<file path="src/rtl/rtc_calendar_regs.sv">
module rtc_calendar_regs #(
  parameter int          LAYOUT   = 0,
  parameter int          AW       = 12,
  parameter logic [31:0] PRE_DATE = 32'h000E_021C,
  parameter logic [31:0] PRE_TIME = 32'h6017_3B32
) (
  input  logic          clk,
  input  logic          rst_n,
  input  logic          tick_1hz,
  input  logic          bus_sel,
  input  logic          bus_we,
  input  logic [3:0]    bus_be,
  input  logic [AW-1:0] bus_addr,
  input  logic [31:0]   bus_wdata,
  output logic [31:0]   bus_rdata
);

  localparam int            BASE_YEAR = (LAYOUT == 0) ? 2010 : 1970;
  localparam int            NUM_GP    = (LAYOUT == 0) ? 4 : 8;
  localparam int            GPW       = $clog2(NUM_GP);
  localparam logic [AW-1:0] OFF_DATE  = AW'((LAYOUT == 0) ? 'h004 : 'h010);
  localparam logic [AW-1:0] OFF_TIME  = AW'((LAYOUT == 0) ? 'h008 : 'h014);
  localparam logic [AW-1:0] OFF_GP    = AW'((LAYOUT == 0) ? 'h020 : 'h100);
  localparam logic [1:0]    BASE_MOD4 = 2'(BASE_YEAR % 4);

  logic [31:0] date_q, time_q;
  logic        pend_date, pend_time;
  logic [31:0] gp_q [NUM_GP];

  // decode
  logic [AW-1:0] gp_off;
  assign gp_off = bus_addr - OFF_GP;

  wire word_ok  = (bus_be == 4'hF) && (bus_addr[1:0] == 2'b00);
  wire hit_ctrl = word_ok && (bus_addr == '0);
  wire hit_date = word_ok && (bus_addr == OFF_DATE);
  wire hit_time = word_ok && (bus_addr == OFF_TIME);
  wire hit_gp   = word_ok && (bus_addr >= OFF_GP) &&
                  (gp_off[AW-1:GPW+2] == '0) && (gp_off[1:0] == 2'b00);
  wire [GPW-1:0] gp_idx = gp_off[GPW+1:2];

  wire wr       = bus_sel & bus_we;
  wire rd       = bus_sel & ~bus_we;
  wire wr_date  = wr & hit_date;
  wire wr_time  = wr & hit_time;
  wire rd_ctrl  = rd & hit_ctrl;

  wire [31:0] ctrl_val = (32'(pend_time) << 8) | (32'(pend_date) << 7);

  // time of day
  wire [5:0] sec  = time_q[5:0];
  wire [5:0] mnt  = time_q[13:8];
  wire [4:0] hr   = time_q[20:16];
  wire [2:0] wday = time_q[31:29];

  wire sec_wrap  = sec >= 6'd59;
  wire min_wrap  = sec_wrap && (mnt >= 6'd59);
  wire day_carry = min_wrap && (hr >= 5'd23);

  logic [31:0] time_nx;
  always_comb begin
    time_nx       = time_q;
    time_nx[5:0]  = sec_wrap ? 6'd0 : sec + 6'd1;
    if (sec_wrap)  time_nx[13:8]  = min_wrap ? 6'd0 : mnt + 6'd1;
    if (min_wrap)  time_nx[20:16] = day_carry ? 5'd0 : hr + 5'd1;
    if (day_carry) time_nx[31:29] = (wday >= 3'd6) ? 3'd0 : wday + 3'd1;
  end

  // calendar
  wire [7:0] day  = date_q[7:0];
  wire [7:0] mon  = date_q[15:8];
  wire       leap = (BASE_MOD4 + date_q[17:16]) == 2'd0;

  logic [7:0] dim;
  always_comb begin
    case (mon)
      8'd2:                      dim = leap ? 8'd29 : 8'd28;
      8'd4, 8'd6, 8'd9, 8'd11:   dim = 8'd30;
      default:                   dim = 8'd31;
    endcase
  end

  wire day_wrap = day >= dim;
  wire mon_wrap = day_wrap && (mon >= 8'd12);

  logic [31:0] date_nx;
  always_comb begin
    date_nx       = date_q;
    date_nx[7:0]  = day_wrap ? 8'd1 : day + 8'd1;
    if (day_wrap) date_nx[15:8]  = mon_wrap ? 8'd1 : mon + 8'd1;
    if (mon_wrap) date_nx[31:16] = date_q[31:16] + 16'd1;
  end

  // state
  always_ff @(posedge clk or negedge rst_n) begin
    if (!rst_n) begin
      time_q <= PRE_TIME;
      date_q <= PRE_DATE;
    end else begin
      if (wr_time)       time_q <= bus_wdata;
      else if (tick_1hz) time_q <= time_nx;

      if (wr_date)                              date_q <= bus_wdata;
      else if (tick_1hz && !wr_time && day_carry) date_q <= date_nx;
    end
  end

  always_ff @(posedge clk or negedge rst_n) begin
    if (!rst_n) begin
      pend_date <= 1'b0;
      pend_time <= 1'b0;
    end else begin
      if (wr_date)      pend_date <= 1'b1;
      else if (rd_ctrl) pend_date <= 1'b0;
      if (wr_time)      pend_time <= 1'b1;
      else if (rd_ctrl) pend_time <= 1'b0;
    end
  end

  always_ff @(posedge clk or negedge rst_n) begin
    if (!rst_n) begin
      for (int i = 0; i < NUM_GP; i++) gp_q[i] <= '0;
    end else if (wr && hit_gp) begin
      gp_q[gp_idx] <= bus_wdata;
    end
  end

  // read mux
  always_comb begin
    bus_rdata = '0;
    if (rd) begin
      if (hit_ctrl)      bus_rdata = ctrl_val;
      else if (hit_date) bus_rdata = date_q;
      else if (hit_time) bus_rdata = time_q;
      else if (hit_gp)   bus_rdata = gp_q[gp_idx];
    end
  end

  // checks
  p_date_flag_r2: assert property (@(posedge clk) disable iff (!rst_n)
    wr_date |=> pend_date);

  p_time_flag_r2: assert property (@(posedge clk) disable iff (!rst_n)
    wr_time |=> pend_time);

  p_ctrl_clear_r3: assert property (@(posedge clk) disable iff (!rst_n)
    rd_ctrl |=> (!pend_date && !pend_time));

  p_sec_step_r5: assert property (@(posedge clk) disable iff (!rst_n)
    (tick_1hz && !wr_time && (time_q[5:0] < 6'd59)) |=>
      (time_q[5:0] == $past(time_q[5:0]) + 6'd1));

  p_midnight_r6: assert property (@(posedge clk) disable iff (!rst_n)
    (tick_1hz && !wr_time && day_carry) |=>
      (time_q[20:16] == 5'd0 && time_q[13:8] == 6'd0));

  p_time_write_wins_r8: assert property (@(posedge clk) disable iff (!rst_n)
    wr_time |=> (time_q == $past(bus_wdata)));

  p_bad_access_zero_r9: assert property (@(posedge clk) disable iff (!rst_n)
    (bus_sel && (bus_be != 4'hF || bus_addr[1:0] != 2'b00)) |-> (bus_rdata == '0));

  p_idle_zero_r9: assert property (@(posedge clk) disable iff (!rst_n)
    !rd |-> (bus_rdata == '0));

endmodule

</file>
<file path="config.mk">
export PLATFORM = sky130hd
export DESIGN_NAME = rtc_calendar_regs
export DESIGN_NICKNAME = d
export VERILOG_FILES = /design/src/rtl/rtc_calendar_regs.sv
export SDC_FILE = /design/constraint.sdc
export NUM_CORES = 1
export LEC_CHECK = 0
export BUFFER_PORTS_ARGS = -buffer_cell sky130_fd_sc_hd__buf_2
export CAP_MARGIN = 20
export CORE_AREA = 8 8 138 140
export DETAILED_ROUTE_END_ITERATION = 7
export DIE_AREA = 0 0 146 148
export GPL_TIMING_DRIVEN = 0
export MAX_ROUTING_LAYER = met4
export PLACE_DENSITY = 0.79
export SYNTH_ARGS = -nofsm -noshare
export SYNTH_HDL_FRONTEND = slang
export SYNTH_SLANG_ARGS = --single-unit
export TNS_END_PERCENT = 5
</file>
<file path="constraint.sdc">
create_clock -name clk -period 7.1 [get_ports clk]
set_clock_uncertainty 0.2 [all_clocks]
set_input_delay 1.775 -clock clk [delete_from_list [all_inputs] [get_ports clk]]
set_output_delay 1.775 -clock clk [all_outputs]
set_load 0.05 [all_outputs]
</file>
==> results.json <==
{
  "dp.cells": 1175,
  "ys_types": 55,
  "ys_top_cells_by_count": "dfrtp_1 (173), mux2_2 (122), nand2_1 (101)",
  "slew_violations": 0,
  "h-tree-depth": 4,
  "coreArea_mm2": 0.0169,
  "ir_drop_uv": 168,
  "setup_tns_ns": 0,
  "worstPathRequired_ns": 5.12,
  "drtIter0Drc": 893,
  "final-hold-violation-count": 0,
  "netlist_instances": 866,
  "grt_max_degree": 106,
  "cts_tree": "done",
  "rsz0062_at_grt": "no",
  "dieArea_mm2": 0.0216,
  "routabilityCongestion": 0.957,
  "ys_seq_area_share_pct": 49.3,
  "cts_sinks": 194,
  "r2r_end": "date_q[30]",
  "syn-num-nets": 934,
  "nets": 1039,
  "ys_top_cells_by_area": "dfrtp_1 (44%), mux2_2 (14%), mux4_2 (7.3%)",
  "synth.mux.area_fraction_pct": 21.8,
  "cts_max_path_buffers": 2,
  "grt_pass1_vias": 8067,
  "finalCriticalPeriod_ns": 6.72,
  "post_cts_buffers": 0,
  "grt-ovfl-total": 0,
  "synth_edf_count": 0,
  "reg2reg_setup_slack_ns": 3.44,
  "initial_core_util_pct": 58.5,
  "critPathLaunch": "bus_addr[11]",
  "boundaryPins": 85,
  "p_leak_uw": 0.00513,
  "cts_buffers": 17,
  "ys_warn_count": 0,
  "worstSetupPathType": "in2out",
  "synth_compound_area_share_pct": 10.0,
  "critPathCaptureType": "output pin",
  "synth_top_family_by_area": "multiplexers",
  "avgSynthCellArea_um2": 11.4,
  "ff_latch_area_mm2": 0.00488,
  "drtPass1Iterations": 8,
  "synth_seq_cells": 194,
  "setup_violations": 0,
  "path_max_fanout": 10,
  "period_share_pct": 94.7,
  "multi_input_area_mm2": 0.00475,
  "avgViaCountPerCell": 6.46,
  "ctsResizeCount": 0,
  "totalWireLength_um": 27400,
  "yosys.area_share.adder_pct": 1.90,
  "min-delay-path-class": "reg2reg",
  "cp-endpoint": "bus_rdata[12]",
  "slew_headroom_pct": 32.9,
  "antenna_found_initial": 1,
  "vias": 7816,
  "syn_to_final_growth_pct": 13.7,
  "synth.top_cell.area_share_pct": 43.7,
  "ctsRootBufferMaster": "clkbuf_16",
  "synth_most_common_cell": "dfrtp_1",
  "port_buffers": 82,
  "fin_cells": 1209,
  "max_freq_mhz": 149,
  "synth-xor-area-share_pct": 1.42,
  "hold_buffers": 0,
  "status": "completed",
  "arrival_ns": 4.75,
  "clk_pin_slew_worst_paths_ns": 0.07,
  "final_area_mm2": 0.0113,
  "num-fill-cells": 1353,
  "syn_area_mm2": 0.00990,
  "num_rows": 48,
  "grt_use_total_pct": 26.5,
  "worstMarginPinSlew_ns": 0.999,
  "r2r-start": "date_q[15]",
  "wl_per_cell_um": 22.7,
  "die_y_um": 148,
  "p_per_area_mw_per_mm2": 202,
  "r2r_cells": 10,
  "dpl.hpwl_um": 18800,
  "clk-insertion-delay-late_ns": 0.44,
  "maxCapViolCount": 0,
  "synth_top_area_cell": "dfrtp_1",
  "final_layout_size_suffix_gt1_share_pct": 32.0,
  "grt_pass1_wl_um": 43400,
  "antenna_left": 0,
  "ys.flop_type": "dfrtp_1",
  "worstSetupStartpointType": "input pin",
  "drc": 0,
  "die_w_um": 146,
  "yosys.area_share.simple_pct": 12.8,
  "postSynth.asyncResetShare_pct": 100,
  "dpl_cell_area_mm2": 0.0106
}
==> report_power, final <==
part           switching [uW]  total (uW)  internal [uW]
registers                17.9        1150           1130
clock network             431         971            539
logic                     106         159           52.5
total                     555        2280           1720
==> cells in the final DEF, fill, tap and decap left out, drive strengths merged, types with 10 or more instances in the layout <==
cell type | netlist | layout
dfstp | 21 | 21
and3 | 10 | 10
a21oi | 33 | 33
nor2 | 60 | 60
dfrtp | 173 | 173
nor4 | 15 | 15
inv | 13 | 15
o21ai | 56 | 56
xnor2 | 15 | 15
nand2 | 101 | 101
nand3 | 15 | 15
clkbuf | 29 | 50
buf | 25 | 111
mux2 | 128 | 128
mux4 | 32 | 32
a222oi | 30 | 30
nor3 | 19 | 19
ha | 15 | 15
==> stage by stage <==
step / setup WS (ns) / power (uW) / utilization, % / hold slack (ns)
2_1_floorplan: 1.03 / 1240 / - / 0.239
3_3_place_gp: 0.191 / 1320 / 62.6 / 0.253
3_5_place_dp: 0.489 / 1320 / 62.8 / 0.256
4_1_cts: 0.473 / 2280 / 66.3 / 0.272
5_1_grt: 0.176 / 2340 / 66.5 / 0.312
6_report: 0.377 / 2280 / 66.5 / 0.275
==> critical path, stage by stage <==
cell and delay, ns:
buf_2 0.12, nor3_1 0.37, nand3_1 0.35, nor3_1 0.72
buf_4 0.27, clkbuf_1 0.43, a222oi_1 0.21, nor2_1 0.20
buf_2 0.30
==> per-layer routing <==
metal	global-route usage (%)	up-vias	share of wire (%)	wire (um)
met3	5.53	64	7.6	2070
met4	12.3	0	3.0	835
met2	41.8	351	48	13300
met5	-	-	0	0
li1	-	3433	-	-
met1	32.7	3968	41	11200
==> final cells by class <==
type	count	share of cell area, %
Antenna cell	1	0.0222
Buffer	54	2.02
Clock buffer	21	4.09
Clock inverter	10	1.11
Inverter	13	0.433
Multi-Input combinational cell	605	42.2
Sequential cell	194	43.4
Tap cell	225	2.50
Timing Repair Buffer	86	4.31
==> cell families (layout without fill, tap and decap cells) <==
family                   count (synthesis)  in the layout
other                                    0              1
XOR/XNOR                                16             16
buffers and inverters                   67            184
multiplexers                           160            160
adder cells (fa/ha/maj)                 15             15
AND/OR/NAND/NOR                        265            265
AO/OA/AOI/OAI                          149            149
flip-flops                             194            194
==> worst min path at each step <==
stage,end,start,slack (ns),depth (start not counted)
detailed placement,time_q[22],time_q[22],0.26,2
floorplan,time_q[7],time_q[7],0.24,2
global route,gp_q[58],gp_q[58],0.31,1
CTS,time_q[22],time_q[22],0.27,2
finish,time_q[22],time_q[22],0.27,2
global placement,time_q[21],time_q[21],0.25,2
==> sequential cells by signal (all words and copies together), names as in the netlist <==
signal / cells
pend_date: 1
gp_q: 128
pend_time: 1
time_q: 32
date_q: 32
No activity file was read; power rests on OpenSTA's default activity.
